$ cat src/rtl/addsub_pkg.sv
package addsub_pkg;

  typedef enum logic [2:0] {
    OP_ADD_LO   = 3'd0,
    OP_SUB_LO   = 3'd1,
    OP_ADD_FULL = 3'd2,
    OP_SUB_FULL = 3'd3,
    OP_ADD_DUAL = 3'd4,
    OP_SUB_DUAL = 3'd5,
    OP_XSUB_HL  = 3'd6,
    OP_XSUB_LH  = 3'd7
  } op_e;

  typedef struct packed {
    logic sub;        // invert second operand, force lane carry-in
    logic split;      // cut the chain between the lanes
    logic hi_live;    // upper lane result is kept
    logic a_from_hi;  // lower lane takes X upper half
    logic b_from_hi;  // lower lane takes Y upper half
  } ctl_t;

endpackage

$ cat src/rtl/addsub_decode.sv
module addsub_decode
  import addsub_pkg::*;
(
  input  logic [2:0] op_i,
  output ctl_t       ctl_o
);

  always_comb begin
    ctl_o = '0;
    unique case (op_e'(op_i))
      OP_ADD_LO:   ctl_o = '{sub:1'b0, split:1'b1, hi_live:1'b0, a_from_hi:1'b0, b_from_hi:1'b0};
      OP_SUB_LO:   ctl_o = '{sub:1'b1, split:1'b1, hi_live:1'b0, a_from_hi:1'b0, b_from_hi:1'b0};
      OP_ADD_FULL: ctl_o = '{sub:1'b0, split:1'b0, hi_live:1'b1, a_from_hi:1'b0, b_from_hi:1'b0};
      OP_SUB_FULL: ctl_o = '{sub:1'b1, split:1'b0, hi_live:1'b1, a_from_hi:1'b0, b_from_hi:1'b0};
      OP_ADD_DUAL: ctl_o = '{sub:1'b0, split:1'b1, hi_live:1'b1, a_from_hi:1'b0, b_from_hi:1'b0};
      OP_SUB_DUAL: ctl_o = '{sub:1'b1, split:1'b1, hi_live:1'b1, a_from_hi:1'b0, b_from_hi:1'b0};
      OP_XSUB_HL:  ctl_o = '{sub:1'b1, split:1'b1, hi_live:1'b0, a_from_hi:1'b1, b_from_hi:1'b0};
      OP_XSUB_LH:  ctl_o = '{sub:1'b1, split:1'b1, hi_live:1'b0, a_from_hi:1'b0, b_from_hi:1'b1};
      default:     ctl_o = '0;
    endcase
  end

endmodule

$ cat src/rtl/addsub_lane.sv
module addsub_lane #(
  parameter int LANE_W = 16
) (
  input  logic [LANE_W-1:0] a_i,
  input  logic [LANE_W-1:0] b_i,
  input  logic              inv_i,
  input  logic              cin_i,
  output logic [LANE_W-1:0] sum_o,
  output logic              cout_o
);

  logic [LANE_W-1:0] b_eff;
  logic [LANE_W:0]   total;

  always_comb begin
    b_eff = b_i ^ {LANE_W{inv_i}};
    total = {1'b0, a_i} + {1'b0, b_eff} + {{LANE_W{1'b0}}, cin_i};
  end

  assign sum_o  = total[LANE_W-1:0];
  assign cout_o = total[LANE_W];

endmodule

$ cat src/rtl/addsub_outreg.sv
module addsub_outreg #(
  parameter int WIDTH = 32,
  parameter int FLAGS = 2
) (
  input  logic             clk,
  input  logic             rst,
  input  logic [WIDTH-1:0] d_i,
  input  logic [FLAGS-1:0] f_i,
  output logic [WIDTH-1:0] q_o,
  output logic [FLAGS-1:0] fq_o
);

  always_ff @(posedge clk) begin
    if (rst) begin
      q_o  <= '0;
      fq_o <= '0;
    end else begin
      q_o  <= d_i;
      fq_o <= f_i;
    end
  end

endmodule

$ cat src/rtl/split_addsub.sv
module split_addsub
  import addsub_pkg::*;
#(
  parameter int LANE_W = 16,
  localparam int NLANE = 2,
  localparam int DW    = NLANE * LANE_W
) (
  input  logic          clk,
  input  logic          rst,
  input  logic [DW-1:0] x_i,
  input  logic [DW-1:0] y_i,
  input  logic [2:0]    mode_i,
  output logic [DW-1:0] res_o,
  output logic [1:0]    cout_o
);

  ctl_t ctl;

  logic [NLANE-1:0][LANE_W-1:0] opa, opb, sum;
  logic [NLANE-1:0]             cin, cout;
  logic [LANE_W-1:0]            x_lo, x_hi, y_lo, y_hi;
  logic [DW-1:0]                res_d;
  logic [1:0]                   flg_d;

  addsub_decode u_dec (
    .op_i  (mode_i),
    .ctl_o (ctl)
  );

  assign x_lo = x_i[LANE_W-1:0];
  assign x_hi = x_i[DW-1:LANE_W];
  assign y_lo = y_i[LANE_W-1:0];
  assign y_hi = y_i[DW-1:LANE_W];

  // lane 0 operands may be taken from either half (cross-half pairing)
  assign opa[0] = ctl.a_from_hi ? x_hi : x_lo;
  assign opb[0] = ctl.b_from_hi ? y_hi : y_lo;
  assign opa[1] = x_hi;
  assign opb[1] = y_hi;

  // the lower lane always starts the chain; the upper lane either restarts
  // or continues from the lower lane's carry
  assign cin[0] = ctl.sub;
  assign cin[1] = ctl.split ? ctl.sub : cout[0];

  for (genvar g = 0; g < NLANE; g++) begin : g_lane
    addsub_lane #(.LANE_W(LANE_W)) u_lane (
      .a_i    (opa[g]),
      .b_i    (opb[g]),
      .inv_i  (ctl.sub),
      .cin_i  (cin[g]),
      .sum_o  (sum[g]),
      .cout_o (cout[g])
    );
  end

  assign res_d = {(ctl.hi_live ? sum[1] : {LANE_W{1'b0}}), sum[0]};
  assign flg_d = {ctl.hi_live & cout[1], cout[0]};

  addsub_outreg #(.WIDTH(DW), .FLAGS(2)) u_out (
    .clk  (clk),
    .rst  (rst),
    .d_i  (res_d),
    .f_i  (flg_d),
    .q_o  (res_o),
    .fq_o (cout_o)
  );

endmodule

$ cat config.mk
export PLATFORM = sky130hd
export DESIGN_NAME = split_addsub
export DESIGN_NICKNAME = d
export VERILOG_FILES = /design/src/rtl/addsub_pkg.sv /design/src/rtl/addsub_decode.sv /design/src/rtl/addsub_lane.sv /design/src/rtl/addsub_outreg.sv /design/src/rtl/split_addsub.sv
export SDC_FILE = /design/constraint.sdc
export NUM_CORES = 1
export LEC_CHECK = 0
export BUFFER_PORTS_ARGS = -buffer_cell sky130_fd_sc_hd__buf_2
export CAP_MARGIN = 40
export CORE_MARGIN = 2
export CORE_UTILIZATION = 45
export DETAILED_ROUTE_END_ITERATION = 10
export PLACE_DENSITY = 0.75
export REMOVE_ABC_BUFFERS = 1
export SLEW_MARGIN = 20
export SYNTH_ARGS = -nofsm -noshare
export SYNTH_HDL_FRONTEND = slang
export SYNTH_SLANG_ARGS = --single-unit
$ cat constraint.sdc
create_clock -name clk -period 6.4 [get_ports clk]
set_input_delay 0.64 -clock clk [delete_from_list [all_inputs] [get_ports clk]]
set_output_delay 0.64 -clock clk [all_outputs]
set_load 0.02 [all_outputs]
==> run_results.csv <==
group,metric,value,unit
outcome,status,"complete, no violations",
synthesis,yosys-top-cells-area,"dfxtp_1, ha_1, xnor2_1, mux2_2, nand2_1",
job,max-cap-violations,0,
synthesis,netlist_instances,414,
floorplan,initial_utilization,46.06,%
cts,cts_tree,"yes",
setup_path,cp.required,6.62,ns
sta,finalHoldViolations,0,
drt,drt-pass1-iter-count,4,
global_route,grt.total_usage,21.25,%
floorplan,die_w,89.94,um
floorplan,core.rowCount,31,
cts,cts-hold-fix-buffers,0,
synthesis,syn_area,3323,um2
cells_and_area,syn_to_final_growth,19.58,%
setup_path,critPathCaptureType,"register",
cts,numCtsBuffers,5,
setup_path,crit_fanout,36,
floorplan,core_area,7214,um2
global_route,grt_max_degree,37,
synthesis,synth_warnings,0,
synthesis,syn_area_per_cell,8.027,um2
drt,antenna_left,0,
setup_path,startpoint,"mode_i[0]",
drt,drt_iter0_markers,249,
floorplan,ios,103,
cts,clk_pin_slew_worst_paths,0.07,ns
cts,cts_resized,0,
setup_path,critPathKind,"in -> reg",
cts,post_cts_buffers,0,
sta,fin_tns_setup,0,ns
synthesis,synth-edff-count,0,
cells_and_area,diodes,0,
synthesis,synth-seq-cells,34,
power_and_ir_drop,cellPowerDensity,213.8,nW/um2
worst_hold_path,hold_path_class,"in -> reg",
power_and_ir_drop,power_leakage,0.001913,uW
synthesis,synth_area_leader_cell,"dfxtp_1",
cells_and_area,drive_gt1_share,27.90,%
drt,wl_per_cell,14.36,um
synthesis,synth_cell_types,54,
sta,setup_violations,0,
sta,fmax,0.1843,GHz
setup_path,cp.arrival,5.64,ns
drt,drc,0,
sta,maxSlewHeadroom,61.63,%
floorplan,die_area,8088,um2
cts,cts.htree.levels,2,
sta,min_period_over_period,84.78,%
sta,final_max_slew_viol_count,0,
setup_path,critPathCapture,"u_out.q_o[30]$_SDFF_PP0_",
place,gp_congestion,0.9780,
drt,num_vias,3292,
global_route,grt_overflow,0,
sta,min_period,5.426,ns
power_and_ir_drop,power,849.8,uW
cts,clkSinkCount,34,
drt,vias_per_cell,5.414,
power_and_ir_drop,vdd_drop_max,0.1097,mV
synthesis,ys_seq_area_share,20.48,%
cells_and_area,nNetsFinal,612,
setup_path,critPathLaunchType,"input pin",
synthesis,async_reset_ff_share,0,%
place,io_buffers,102,
synthesis,synth_ff_type,"dfxtp_1",
sta,rsz0062_at_grt,"false",
floorplan,die_y,89.94,um
sta,worst_pin_slew,0.5741,ns
global_route,antenna_found_initial,0,
place,place_hpwl,7085,um
synthesis,synth_top_area_share,20.48,%
global_route,grt_pass1_vias,3073,
cts,clk_path_buf_depth,2,
cts,root_buffer,"clkbuf_8",
global_route,grt_first_pass_wirelength,14320,um
drt,wirelength,8732,um
-- critical path: stages --
cell	delay (ns)
buf_2	0.45
nand2b_1	0.18
buf_4	0.23
mux2_2	0.36
ha_1	0.33
a21o_1	0.15
and4_1	0.23
o21ai_2	0.09
o21ai_1	0.38
a2111oi_2	0.16
o22a_1	0.24
fa_1	0.42
fa_1	0.40
nor2b_1	0.18
o21ai_0	0.16
a21oi_1	0.39
a2111oi_2	0.16
or3_1	0.37
a21oi_1	0.12
-- synth_stat cells (all sizes together), types with 3 or more instances --
library cell	number
xnor2	36
o21a	8
mux2	20
nor2	30
nand3	22
nand2	43
nor3	16
a221o	3
a31oi	3
dfxtp	34
and4	3
a21oi	20
and3	9
clkbuf	9
inv	11
xor2	8
nor2b	12
o21ai	31
or3	4
fa	3
a21o	13
nand2b	5
a211oi	4
buf	8
ha	31
-- worst min path at each step --
stage | from | end | slack, ns | cells after the start
after floorplan | rst | u_out.q_o[6]$_SDFF_PP0_ | 0.71 | 1
final | x_i[0] | u_out.q_o[0]$_SDFF_PP0_ | 0.70 | 3
after global placement | y_i[0] | u_out.q_o[0]$_SDFF_PP0_ | 0.99 | 3
after detailed placement | x_i[0] | u_out.q_o[0]$_SDFF_PP0_ | 0.99 | 3
after global routing | x_i[0] | u_out.q_o[0]$_SDFF_PP0_ | 0.71 | 3
after CTS | x_i[0] | u_out.q_o[0]$_SDFF_PP0_ | 0.69 | 3
-- report_power, final --
part | switching [uW] | internal (uW)
Combinational | 259 | 190
Sequential | 7.05 | 245
Clock | 74.0 | 74.9
Total | 340 | 510
-- placed cells by master (no fill, tap or decap), drive strengths merged, types with 9 or more instances in the layout --
| master | n |
|---|---|
| inv | 11 |
| nand2 | 43 |
| dfxtp | 34 |
| nand3 | 22 |
| ha | 31 |
| xnor2 | 36 |
| o21ai | 31 |
| nor2b | 12 |
| nor3 | 16 |
| and3 | 9 |
| buf | 105 |
| nor2 | 30 |
| mux2 | 20 |
| a21o | 13 |
| a21oi | 20 |
-- logic make-up (layout without fill, tap and decap cells) --
kind of cell	Yosys count	after routing	share of synthesized area, %
muxes	21	21	7.191
and+or+nand+nor	152	152	22.03
buffers and inverters	28	123	3.727
xor gates and xnor gates	44	44	11.60
AOI/OAI and AO/OA	101	101	21.50
adders and majority gates	34	34	13.48
DFF	34	34	20.48
-- per-stage QoR --
stage / hold WS, ns / worst slack (ns) / utilization [%] / instance area [um2] / instances
2_1_floorplan: 0.7115 / 0.5716 / - / 3241 / 397
3_3_place_gp: 0.9910 / 0.9311 / 54.02 / 3897 / 601
3_5_place_dp: 0.9896 / 0.8113 / 54.02 / 3897 / 601
4_1_cts: 0.6890 / 1.079 / 55.08 / 3974 / 608
5_1_grt: 0.7064 / 0.7077 / 55.08 / 3974 / 608
6_report: 0.6951 / 0.9742 / 55.08 / 3974 / 608
-- per-layer routing --
| metal | up-vias | GRT usage (%) | wire length (um) |
|---|---|---|---|
| met5 | - | 0 | 0 |
| met4 | 0 | 6.026 | 144 |
| li1 | 1665 | - | - |
| met3 | 12 | 2.598 | 420 |
| met2 | 113 | 37.88 | 4297 |
| met1 | 1502 | 27.01 | 3870 |
-- flip-flops by register name, indices dropped and copies added, names as in the netlist --
register,count
u_out.q_o,32
u_out.fq_o,2
-- final cells by class --
cell class	instances	area, um2
multi-input combinational	352	2519
inverter	11	41.29
clock buffer	7	76.32
tap	99	123.9
timing repair buffer	105	533.0
sequential	34	680.7
fill	712	3241
Power figures use the tool's default switching activity.
